### src/rtl/mdiv_pkg.sv
package mdiv_pkg;

    typedef enum logic [1:0] {
        SZ_B  = 2'b00,
        SZ_H  = 2'b01,
        SZ_W  = 2'b10,
        SZ_WX = 2'b11
    } size_e;

    typedef enum logic [1:0] {
        S_IDLE  = 2'b00,
        S_SHIFT = 2'b01,
        S_HOLD  = 2'b10
    } state_e;

    localparam int unsigned BW_B = 8;
    localparam int unsigned BW_H = 16;
    localparam int unsigned BW_W = 32;

endpackage

### src/rtl/mdiv_opsel.sv
module mdiv_opsel
    import mdiv_pkg::*;
#(
    parameter int unsigned MAX_W = BW_W,
    parameter int unsigned TW    = 6,
    parameter int unsigned LAT_B = 17,
    parameter int unsigned LAT_H = 25,
    parameter int unsigned LAT_W = 41
) (
    input  size_e              size,
    input  logic [2*MAX_W-1:0] dividend,
    input  logic [MAX_W-1:0]   divisor,
    output logic [MAX_W-1:0]   hi,
    output logic [MAX_W-1:0]   lo_al,
    output logic [MAX_W-1:0]   dvs,
    output logic [TW-1:0]      nbits,
    output logic [TW-1:0]      lat,
    output logic               fault
);

    always_comb begin
        hi    = '0;
        lo_al = '0;
        dvs   = '0;
        unique case (size)
            SZ_B: begin
                hi[BW_B-1:0]           = dividend[2*BW_B-1:BW_B];
                lo_al[MAX_W-1 -: BW_B] = dividend[BW_B-1:0];
                dvs[BW_B-1:0]          = divisor[BW_B-1:0];
                nbits                  = TW'(BW_B);
                lat                    = TW'(LAT_B);
            end
            SZ_H: begin
                hi[BW_H-1:0]           = dividend[2*BW_H-1:BW_H];
                lo_al[MAX_W-1 -: BW_H] = dividend[BW_H-1:0];
                dvs[BW_H-1:0]          = divisor[BW_H-1:0];
                nbits                  = TW'(BW_H);
                lat                    = TW'(LAT_H);
            end
            SZ_W, SZ_WX: begin
                hi    = dividend[2*MAX_W-1:MAX_W];
                lo_al = dividend[MAX_W-1:0];
                dvs   = divisor;
                nbits = TW'(MAX_W);
                lat   = TW'(LAT_W);
            end
        endcase
    end

    // upper half >= divisor covers both quotient overflow and zero divisor
    assign fault = (hi >= dvs);

endmodule

### src/rtl/mdiv_step.sv
module mdiv_step #(
    parameter int unsigned MAX_W = 32
) (
    input  logic [MAX_W-1:0] rem,
    input  logic [MAX_W-1:0] shq,
    input  logic [MAX_W-1:0] dvs,
    output logic [MAX_W-1:0] rem_nx,
    output logic [MAX_W-1:0] shq_nx
);

    logic [MAX_W:0] trial;
    logic [MAX_W:0] diff;
    logic           take;

    always_comb begin
        trial  = {rem, shq[MAX_W-1]};
        diff   = trial - {1'b0, dvs};
        take   = (trial >= {1'b0, dvs});
        rem_nx = take ? diff[MAX_W-1:0] : trial[MAX_W-1:0];
        shq_nx = {shq[MAX_W-2:0], take};
    end

endmodule

### src/rtl/mdiv_unit.sv
module mdiv_unit
    import mdiv_pkg::*;
#(
    parameter int unsigned LAT_B = 17,
    parameter int unsigned LAT_H = 25,
    parameter int unsigned LAT_W = 41
) (
    input  logic        clk,
    input  logic        rst_n,
    input  logic        start_i,
    input  logic [1:0]  size_i,
    input  logic [63:0] dividend_i,
    input  logic [31:0] divisor_i,
    output logic        busy_o,
    output logic        done_o,
    output logic        err_o,
    output logic [31:0] quo_o,
    output logic [31:0] rem_o,
    output logic [15:0] pack_o
);

    localparam int unsigned MAX_W = BW_W;
    localparam int unsigned TW    = $clog2(LAT_W + 1);

    state_e           state_q, state_d;
    logic [TW-1:0]    tick_q, nb_q, last_q;
    logic [MAX_W-1:0] rem_q, shq_q, dvs_q;

    logic [MAX_W-1:0] op_hi, op_lo, op_dvs;
    logic [TW-1:0]    op_nb, op_lat;
    logic             op_fault;
    logic [MAX_W-1:0] st_rem, st_shq;
    logic             accept, finish;

    mdiv_opsel #(
        .MAX_W(MAX_W), .TW(TW),
        .LAT_B(LAT_B), .LAT_H(LAT_H), .LAT_W(LAT_W)
    ) u_opsel (
        .size     (size_e'(size_i)),
        .dividend (dividend_i),
        .divisor  (divisor_i),
        .hi       (op_hi),
        .lo_al    (op_lo),
        .dvs      (op_dvs),
        .nbits    (op_nb),
        .lat      (op_lat),
        .fault    (op_fault)
    );

    mdiv_step #(.MAX_W(MAX_W)) u_step (
        .rem    (rem_q),
        .shq    (shq_q),
        .dvs    (dvs_q),
        .rem_nx (st_rem),
        .shq_nx (st_shq)
    );

    assign accept = (state_q == S_IDLE) && start_i;
    assign finish = (state_q == S_HOLD) && (tick_q == last_q);

    // next-state logic
    always_comb begin
        state_d = state_q;
        unique case (state_q)
            S_IDLE:  if (start_i && !op_fault)  state_d = S_SHIFT;
            S_SHIFT: if (tick_q == nb_q)        state_d = S_HOLD;
            S_HOLD:  if (tick_q == last_q)      state_d = S_IDLE;
            default:                            state_d = S_IDLE;
        endcase
    end

    // state register
    always_ff @(posedge clk) begin
        if (!rst_n) state_q <= S_IDLE;
        else        state_q <= state_d;
    end

    // datapath and cycle counter
    always_ff @(posedge clk) begin
        if (!rst_n) begin
            tick_q <= '0;
            nb_q   <= '0;
            last_q <= '0;
            rem_q  <= '0;
            shq_q  <= '0;
            dvs_q  <= '0;
        end else if (accept) begin
            tick_q <= TW'(1);
            nb_q   <= op_nb;
            last_q <= op_lat - TW'(1);
            rem_q  <= op_hi;
            shq_q  <= op_lo;
            dvs_q  <= op_dvs;
        end else if (state_q != S_IDLE) begin
            tick_q <= tick_q + TW'(1);
            if (state_q == S_SHIFT) begin
                rem_q <= st_rem;
                shq_q <= st_shq;
            end
        end
    end

    // registered outputs
    always_ff @(posedge clk) begin
        if (!rst_n) begin
            done_o <= 1'b0;
            err_o  <= 1'b0;
            quo_o  <= '0;
            rem_o  <= '0;
        end else begin
            done_o <= 1'b0;
            err_o  <= 1'b0;
            if (accept && op_fault) begin
                done_o <= 1'b1;
                err_o  <= 1'b1;
            end else if (finish) begin
                done_o <= 1'b1;
                quo_o  <= shq_q;
                rem_o  <= rem_q;
            end
        end
    end

    assign busy_o = (state_q != S_IDLE);
    assign pack_o = {rem_o[7:0], quo_o[7:0]};

endmodule

### config.mk
export PLATFORM = sky130hd
export DESIGN_NAME = mdiv_unit
export DESIGN_NICKNAME = d
export VERILOG_FILES = /design/src/rtl/mdiv_pkg.sv /design/src/rtl/mdiv_opsel.sv /design/src/rtl/mdiv_step.sv /design/src/rtl/mdiv_unit.sv
export SDC_FILE = /design/constraint.sdc
export NUM_CORES = 1
export LEC_CHECK = 0
export BUFFER_PORTS_ARGS = -buffer_cell sky130_fd_sc_hd__buf_2
export CAP_MARGIN = 20
export CORE_MARGIN = 2
export CORE_UTILIZATION = 30
export DETAILED_ROUTE_END_ITERATION = 12
export HOLD_SLACK_MARGIN = 0.15
export PLACE_DENSITY = 0.49
export SLEW_MARGIN = 20
export SYNTH_ARGS = -nofsm -noshare
export SYNTH_HDL_FRONTEND = slang
export SYNTH_SLANG_ARGS = --single-unit
### constraint.sdc
create_clock -name clk -period 3.1 [get_ports clk]
set_clock_uncertainty 0.2 [all_clocks]
set_input_delay 0 -clock clk [delete_from_list [all_inputs] [get_ports clk]]
set_output_delay 0 -clock clk [all_outputs]
set_load 0.05 [all_outputs]
==> results.toml, run 1 <==
[routing]
drtPass1Iterations = 6
met1_length_um = 18800
drt_iter0_markers = 804
routed_wl_um = 40700
vias = 11502
vias_per_cell = 5.17
wl_met3_um = 1910
drtAntennaViolNets = 0
dr_wl_met2_um = 18700
wl_per_cell_um = 18.3
top_layer = "met4"
drc_errors = 0

[sta]
rsz0062_at_grt = "true"
slew_violations = 0
setup_violations = 0
worstMarginPinSlew_ns = 0.784
max_slew_margin = 0.477
post-route-period-util = 0.965
fmax_mhz = 334
period_minus_slack_ns = 2.99
hold_viol_final = 0
tns_ns = 0

[logic_synthesis]
synth_cells = 1437
yosys_warnings = 0
synth_edf_count = 0
netlist_area_sq_mm = 0.0107
synth.ff_latch_count = 175
yosysUniqueCellTypes = 74
synthFlopType = "dfxtp_1"
synth.yosys.seq_area_share = 0.328
syn_nets = 1605
syn_area_per_cell_sq_um = 7.44
async_reset_ff_frac = 0

[setup_path]
critPathRequiredTime_ns = 3.24
cp_max_fo = 14
cp-end-kind = "flip-flop"
reg2reg_from = "rem_q[29]$_SDFFE_PN0P_"
worstSetupPathType = "flip-flop to flip-flop"
startpoint = "rem_q[29]$_SDFFE_PN0P_"
worstSetupStartpointType = "flip-flop"
arrival_ns = 3.13

[floorplanning]
start_util = 0.303
rows = 69
core-area_sq_mm = 0.0353
dieWidth_um = 193
die_area_sq_mm = 0.0372
die_h_um = 193
pin_count = 184

[finish]
fin_util = 0.412
final_cell_mix = "nand2_1 (311), a21oi_1 (199), buf_2 (182), dlygate4sd3_1 (180), dfxtp_1 (175)"
area_growth_pct = 35.9
fin_nets = 1919
nFillCells = 3623
final_common_cell = "nand2_1"
final_layout_size_suffix_gt1_frac = 0.171
num_antenna_cells = 0

[global_route]
grt.overflow.total = 0
grt_pass1_wl_um = 62600
grt_max_degree = 66
grt_antenna_before_repair = 0
grt_usage = 0.217
grt_pass1_vias = 11129

[run]
drv_cap = 0

[clock_tree]
clock_path_buffers = 2
clock_latency_ns = 0.46
cts_tree = "yes"
clk_pin_slew_ns = 0.08
htreeDepth = 4
clkSinkCount = 175
numCtsBuffers = 17
cts_root_buf = "clkbuf_16"

[power_and_ir_drop]
p_leak_nw = 6.06
power.density_mw_per_mm2 = 842
vdd_drop_max_mv = 0.497

[placement]
gp_congestion = 0.863
portBuffers = 183
place_hpwl_um = 29300

[hold_path]
hp-start = "size_i[0]"
min_path_type = "primary input to flip-flop"

[outcome]
status = "finished, final reports clean"
-- area by class of cell --
| cell class | count | area (sq um) | area share |
|---|---|---|---|
| multi-input combinational | 1094 | 6510 | 0.448 |
| sequential | 175 | 3500 | 0.241 |
| timing repair buffer | 412 | 3140 | 0.216 |
| tap | 461 | 577 | 0.0397 |
| clock buffer | 17 | 425 | 0.0293 |
| inverter | 51 | 194 | 0.0133 |
| clock inverter | 15 | 191 | 0.0132 |
-- final timing paths --
kind / slack, ns / cells after the start / endpoint
worst max-delay path: 0.11 / 9 / shq_q[0]$_SDFFE_PN0P_
worst min-delay path: 0.21 / 6 / shq_q[26]$_SDFFE_PN0P_
worst max register to register: 0.11 / 9 / shq_q[0]$_SDFFE_PN0P_
worst min register to register: 0.25 / 2 / rem_o[20]$_SDFFE_PN0P_
-- state kept, by name (all words and copies together), names as in the netlist --
register	cells
nb_q	2
rem_q	32
state_q	2
quo_o	32
done_o	1
err_o	1
last_q	3
rem_o	32
dvs_q	32
tick_q	6
shq_q	32
-- cell families after synthesis --
logic type / synth area share
compound gates: 0.248
simple gates: 0.229
fa+ha+maj: 0.0791
flops: 0.328
mux: 0.0256
buf+inv: 0.0681
xor+xnor: 0.0229
-- through the flow --
stage / cell area [sq um] / instances / hold WS [ns] / power (mW) / setup WS, ns
after floorplan: 10700 / 1437 / -0.0640 / 7.57 / 0.298
after global routing: 14500 / 2225 / 0.244 / 13.1 / -0.0515
final: 14500 / 2225 / 0.214 / 12.2 / 0.110
after CTS: 14500 / 2224 / 0.182 / 12.2 / 0.0850
after detailed placement: 12100 / 2012 / 0.0637 / 9.52 / 0.114
after global placement: 12100 / 2012 / 0.0594 / 9.51 / 0.156
-- metal layers --
layer | global-route usage | up-vias
li1 | - | 5637
met1 | 0.294 | 5438
met2 | 0.349 | 349
met3 | 0.0320 | 78
met4 | 0.0813 | 0
met5 | 0 | -
-- Yosys cell counts, types with 7 or more instances --
cell	count	area [sq um]
inv_1	50	188
o21bai_1	7	52.6
a211oi_1	10	75.1
o21a_1	10	75.1
and2_1	19	119
nor2b_1	12	75.1
o21ai_0	52	260
buf_2	15	75.1
buf_4	17	128
a22o_1	12	105
a22oi_1	14	105
a311oi_1	8	70.1
ha_1	66	826
a31oi_1	23	144
a21oi_1	199	996
nand3_1	59	295
nand2b_1	8	50.1
and3_1	9	56.3
nand2_1	312	1170
nor3_1	12	60.1
nand4_1	16	100
mux2i_1	24	240
a21o_1	28	210
xnor2_1	16	140
buf_1	16	60.1
o211ai_1	8	60.1
nor2_1	71	267
o21ai_1	7	35.0
dfxtp_1	175	3500
xor2_1	12	105
clkbuf_1	67	251
-- worst max-delay path, stage by stage, from the launching register on --
cell and delay [ns]:
dfxtp_1 0.35, ha_1 0.39, nand4_1 0.32, nor3b_2 0.29, nand4_1 0.16, a21boi_2 0.23
nand2b_4 0.27, nor2_1 0.09, buf_4 0.20, a2111oi_0 0.37
-- repair_timing --
action                                  CTS  global route
hold endpoints to repair                110             0
hold buffers                            180             0
endpoints found under the setup margin    0            17
resized for setup                         0             8
buffers inserted                          0             1
-- where the power goes --
part,switching [mW],internal [mW]
combinational,4.20,2.89
sequential,0.299,2.55
clock,1.14,1.17
total,5.64,6.61
No activity file was read; power rests on OpenSTA's default activity.
==> run 2: changes to the inputs <==
CTS_CLUSTER_SIZE = 8   (was unset)
PLACE_DENSITY = 0.55   (was 0.49)
clock period = 3.3 ns   (was 3.1 ns; I/O delays follow)
==> results.toml, run 2 (same netlist as run 1, synthesis figures left out) <==
[outcome]
status = "finished, final reports clean"

[power_and_ir_drop]
p_sw_mw = 5.05
p_seq_frac = 0.247
vdd_drop_max_mv = 0.568
clkPwrFrac = 0.187
power.density_mw_per_mm2 = 775
swShare = 0.463
power.internal_mw = 5.86
combPwrFrac = 0.566
p_leak_nw = 5.84

[setup_path]
path_buf_inv = 3
worstSetupStartpointType = "flip-flop"
arrival_ns = 3.28
cp_max_fo = 30
crit_path_cell_trace = "nor2_2 > and2_4 > buf_4 > a21oi_1 > a21oi_1 > dlygate4sd3_1 > nor2_1 > dlygate4sd3_1"
crit_family = "buffers and inverters"
max_stage_delay_ns = 0.57
worstSetupPathType = "flip-flop to flip-flop"
crit_slowest_cell = "dlygate4sd3_1"
critPathRequiredTime_ns = 3.44
cp-end-kind = "flip-flop"

[placement]
placed_cell_area_sq_mm = 0.0120
gp_congestion = 0.894
place_hpwl_um = 27900
portBuffers = 183

[clock_tree]
clock_path_buffers = 2
clkSinkCount = 175
htreeDepth = 4
clk_pin_slew_ns = 0.07
cts_root_buf = "clkbuf_16"
cts_tree = "yes"
numCtsBuffers = 17
clock_latency_ns = 0.45
cts_setup_buffers = 0

[sta]
hold_viol_final = 0
max_slew_margin = 0.564
worstMarginPinSlew_ns = 0.653
tns_ns = 0
post-route-period-util = 0.953
rsz0062_at_grt = "false"
setup_violations = 0
period_minus_slack_ns = 3.15
slew_violations = 0
fmax_mhz = 318

[routing]
routed_wl_um = 38700
vias = 11270
drtAntennaViolNets = 0
drtPass1Iterations = 5
wl_per_cell_um = 17.7
vias_per_cell = 5.16
drt_iter0_markers = 776
drc_errors = 0

[floorplanning]
die_area_sq_mm = 0.0372
dieWidth_um = 193
die_h_um = 193
rows = 69
pin_count = 184
core-area_sq_mm = 0.0353
start_util = 0.303

[global_route]
grt_antenna_before_repair = 1
grt_pass1_wl_um = 60300
grt_usage = 0.208
grt_max_degree = 61
grt.overflow.total = 0
grt_pass1_vias = 10715

[finish]
final_common_cell = "nand2_1"
final_cell_mix = "nand2_1 (311), a21oi_1 (199), buf_2 (182), dfxtp_1 (175), dlygate4sd3_1 (152)"
stdcell_area_sq_mm = 0.0141
area_growth_pct = 31.5
fin_nets = 1876
final_layout_size_suffix_gt1_frac = 0.163

[run]
drv_cap = 0

[hold_path]
min_path_type = "primary input to flip-flop"
run 2: cell types whose count changed in the layout (fill, tap and decap cells not counted), moves of 2 or more:
cell	before	now
clkinv_8	4	1
inv_6	3	5
nor3b_1	2	4
nor3b_2	2	0
buf_4	46	32
clkinv_2	0	3
dlygate4sd3_1	180	152
run 2: metal layers:
metal / share of wire / GRT usage
met1: 0.45 / 0.278
met2: 0.46 / 0.330
met3: 0.059 / 0.0389
met4: 0.031 / 0.0804
met5: 0 / 0
run 2: timing repair:
item / 4_1_cts / 5_1_grt
setup endpoints to repair: 0 / 5
hold buffers: 152 / 0
hold endpoints to repair: 111 / 0
gates resized for setup: 0 / 2
run 2: path summary, 6_finish.rpt:
| kind | cells after the start | start | end | slack [ns] |
|---|---|---|---|---|
| hold / removal | 4 | divisor_i[9] | dvs_q[9]$_SDFFE_PN0P_ | 0.18 |
| hold reg to reg | 2 | rem_o[9]$_SDFFE_PN0P_ | rem_o[9]$_SDFFE_PN0P_ | 0.25 |
| setup reg to reg | 8 | state_q[0]$_SDFFE_PN0P_ | shq_q[18]$_SDFFE_PN0P_ | 0.15 |
| setup / recovery | 8 | state_q[0]$_SDFFE_PN0P_ | shq_q[18]$_SDFFE_PN0P_ | 0.15 |
run 2: final cells by class:
cell class	instances	area (sq um)
clock inverter	15	140
timing repair buffer	369	2730
multi-input combinational	1094	6490
clock buffer	17	425
inverter	51	194
fill	3671	21200
sequential	175	3500
antenna	1	2.50
tap	461	577
run 2: through the flow:
stage / setup WS [ns] / hold slack (ns) / power (mW) / instances / util
2_1_floorplan: 0.498 / -0.0640 / 7.12 / 1437 / -
3_3_place_gp: 0.125 / 0.0550 / 8.61 / 1998 / 0.339
3_5_place_dp: 0.192 / 0.0642 / 8.61 / 1998 / 0.339
4_1_cts: 0.0951 / 0.151 / 10.9 / 2182 / 0.398
5_1_grt: 0.0162 / 0.176 / 11.7 / 2182 / 0.398
6_report: 0.154 / 0.175 / 10.9 / 2183 / 0.398
run 2: worst register-to-register path: cells and delay by family, from the launching register on:
| family | cells | cell delay, ns |
|---|---|---|
| flops | 1 | 0.36 |
| compound gates | 2 | 0.28 |
| buf+inv | 3 | 1.52 |
| simple gates | 3 | 0.68 |
run 2: power by group through the flow:
stage | clock network [mW] | logic, mW | registers, mW
final | 2.03 | 6.17 | 2.70
after global routing | 2.16 | 6.79 | 2.74
after CTS | 2.08 | 6.12 | 2.69
after detailed placement | 0 | 5.88 | 2.73
after global placement | 0 | 5.88 | 2.73
after floorplan | 0 | 4.43 | 2.69
==> run 3: changes to the inputs <==
CTS_CLUSTER_SIZE = 24   (was 8)
REMOVE_ABC_BUFFERS = 1   (was unset)
==> results.toml, run 3 (same netlist as run 1, synthesis figures left out) <==
[routing]
routed_wl_um = 37200
drc_errors = 0
drtPass1Iterations = 7
drt_iter0_markers = 851
vias_per_cell = 5.19
wl_per_cell_um = 16.8
drtAntennaViolNets = 0
vias = 11490

[finish]
final_layout_size_suffix_gt1_frac = 0.161
area_growth_pct = 34.7
final_common_cell = "nand2_1"
fin_util = 0.408
fin_nets = 1906
instances_no_fill = 2212
stdcell_area_sq_mm = 0.0144
nFillCells = 3667
final_cell_mix = "nand2_1 (311), a21oi_1 (199), buf_2 (182), dlygate4sd3_1 (181), dfxtp_1 (174)"

[placement]
pre_cts_ws_ns = 0.235
gp_congestion = 0.921
placed_cell_area_sq_mm = 0.0120
dp_cells = 1999
place_hpwl_um = 26200
portBuffers = 183

[setup_path]
crit_family = "compound AO/OA/AOI/OAI gates"
critPathRequiredTime_ns = 3.42
cp-end-kind = "flip-flop"
worstSetupPathType = "primary input to flip-flop"
max_stage_delay_ns = 0.56
crit_path_cell_trace = "dlygate4sd3_1 > buf_4 > buf_12 > nor2_1 > a21oi_1 > ha_1 > nand2b_1 > a21o_1 > a21o_1 > a21oi_1 > o21a_1 > o21ai_0 > a31oi_1 > o21ai_0"
cp_max_fo = 55
worstSetupStartpointType = "primary input"
crit_slowest_cell = "dlygate4sd3_1"
arrival_ns = 3.23
path_buf_inv = 3

[sta]
hold_viol_final = 0
max_slew_margin = 0.466
fmax_mhz = 321
worstMarginPinSlew_ns = 0.800
post-route-period-util = 0.943
slew_violations = 0
setup_violations = 0
rsz0062_at_grt = "false"
fin_ws_ns = 0.188
fin_hold_ws_ns = 0.170
period_minus_slack_ns = 3.11

[global_route]
grt_pass1_wl_um = 58200
use_met1 = 0.264
grt_usage = 0.200
grtUsageMet3 = 0.0349
grt.overflow.total = 0
use_met2 = 0.332
grt_max_degree = 66
grt_antenna_before_repair = 2
grt_busiest_layer = "met2"
grt_pass1_vias = 10937

[floorplanning]
core-area_sq_mm = 0.0353
rows = 69
die_h_um = 193
start_util = 0.303
die_area_sq_mm = 0.0372
pin_count = 184
dieWidth_um = 193

[power_and_ir_drop]
power.density_mw_per_mm2 = 769
vdd_drop_max_mv = 0.449
p_leak_nw = 6.03

[clock_tree]
clk_pin_slew_ns = 0.07
clock_path_buffers = 2
clkSinkCount = 175
htreeDepth = 4
cts_root_buf = "clkbuf_16"
cts_tree = "yes"
clock_latency_ns = 0.46
numCtsBuffers = 17

[run]
drv_cap = 0

[outcome]
status = "finished, final reports clean"

[hold_path]
min_path_type = "primary input to flip-flop"
run 3: cell types whose count changed in the layout (fill, tap and decap cells not counted), moves of 2 or more:
cell / before / now
dlygate4sd3_1: 152 / 181
buf_12: 3 / 5
buf_4: 32 / 30
clkinv_2: 3 / 1
clkinvlp_4: 0 / 2
run 3: per-layer routing:
layer / vias up / wire length [um]
li1: 5617 / -
met1: 5487 / 16700
met2: 327 / 17700
met3: 57 / 1970
met4: 2 / 802
met5: - / 13
run 3: metrics by stage:
stage	TNS [ns]	total power, mW
floorplan	-30.04	6.89
global placement	0	8.62
detailed placement	0	8.64
CTS	0	11.0
global route	0	11.8
finish	0	11.1
run 3: repair_timing:
| action | in CTS | in global routing |
|---|---|---|
| gates resized for setup | 0 | 5 |
| hold buffers | 181 | 0 |
| setup buffers | 0 | 0 |
| setup endpoints to repair | 0 | 4 |
| hold endpoints to repair | 110 | 0 |
run 3: worst paths after layout:
| check | start | end | slack, ns | depth (start not counted) |
|---|---|---|---|---|
| setup reg to reg | state_q[1]$_SDFFE_PN0P_ | shq_q[17]$_SDFFE_PN0P_ | 0.20 | 8 |
| hold reg to reg | quo_o[12]$_SDFFE_PN0P_ | quo_o[12]$_SDFFE_PN0P_ | 0.25 | 2 |
| hold / removal | size_i[0] | shq_q[31]$_SDFFE_PN0P_ | 0.17 | 6 |
| setup / recovery | size_i[1] | done_o$_SDFF_PN0_ | 0.19 | 14 |
run 3: cell type report:
| cell class | instances | area [sq um] | share of cell area |
|---|---|---|---|
| Timing Repair Buffer | 399 | 3060 | 0.212 |
| Inverter | 51 | 194 | 0.0135 |
| Tap cell | 461 | 577 | 0.0400 |
| Antenna cell | 1 | 2.50 | 0.000174 |
| Multi-Input combinational cell | 1094 | 6490 | 0.451 |
| Sequential cell | 175 | 3500 | 0.243 |
| Clock inverter | 14 | 148 | 0.0103 |
| Clock buffer | 17 | 425 | 0.0295 |
run 3: tightest hold or removal path, delay by kind of cell:
| kind | cells | cell delay [ns] |
|---|---|---|
| AO/OA/AOI/OAI | 2 | 0.26 |
| buffers and inverters | 2 | 0.30 |
| AND/OR/NAND/NOR | 1 | 0.05 |
| multiplexers | 1 | 0.15 |
run 3: report_power, final:
part           internal (mW)  switching (mW)  total [mW]
logic                   2.55            3.78        6.33
registers               2.40           0.285        2.68
clock network           1.07           0.996        2.06
total                   6.02            5.06        11.1
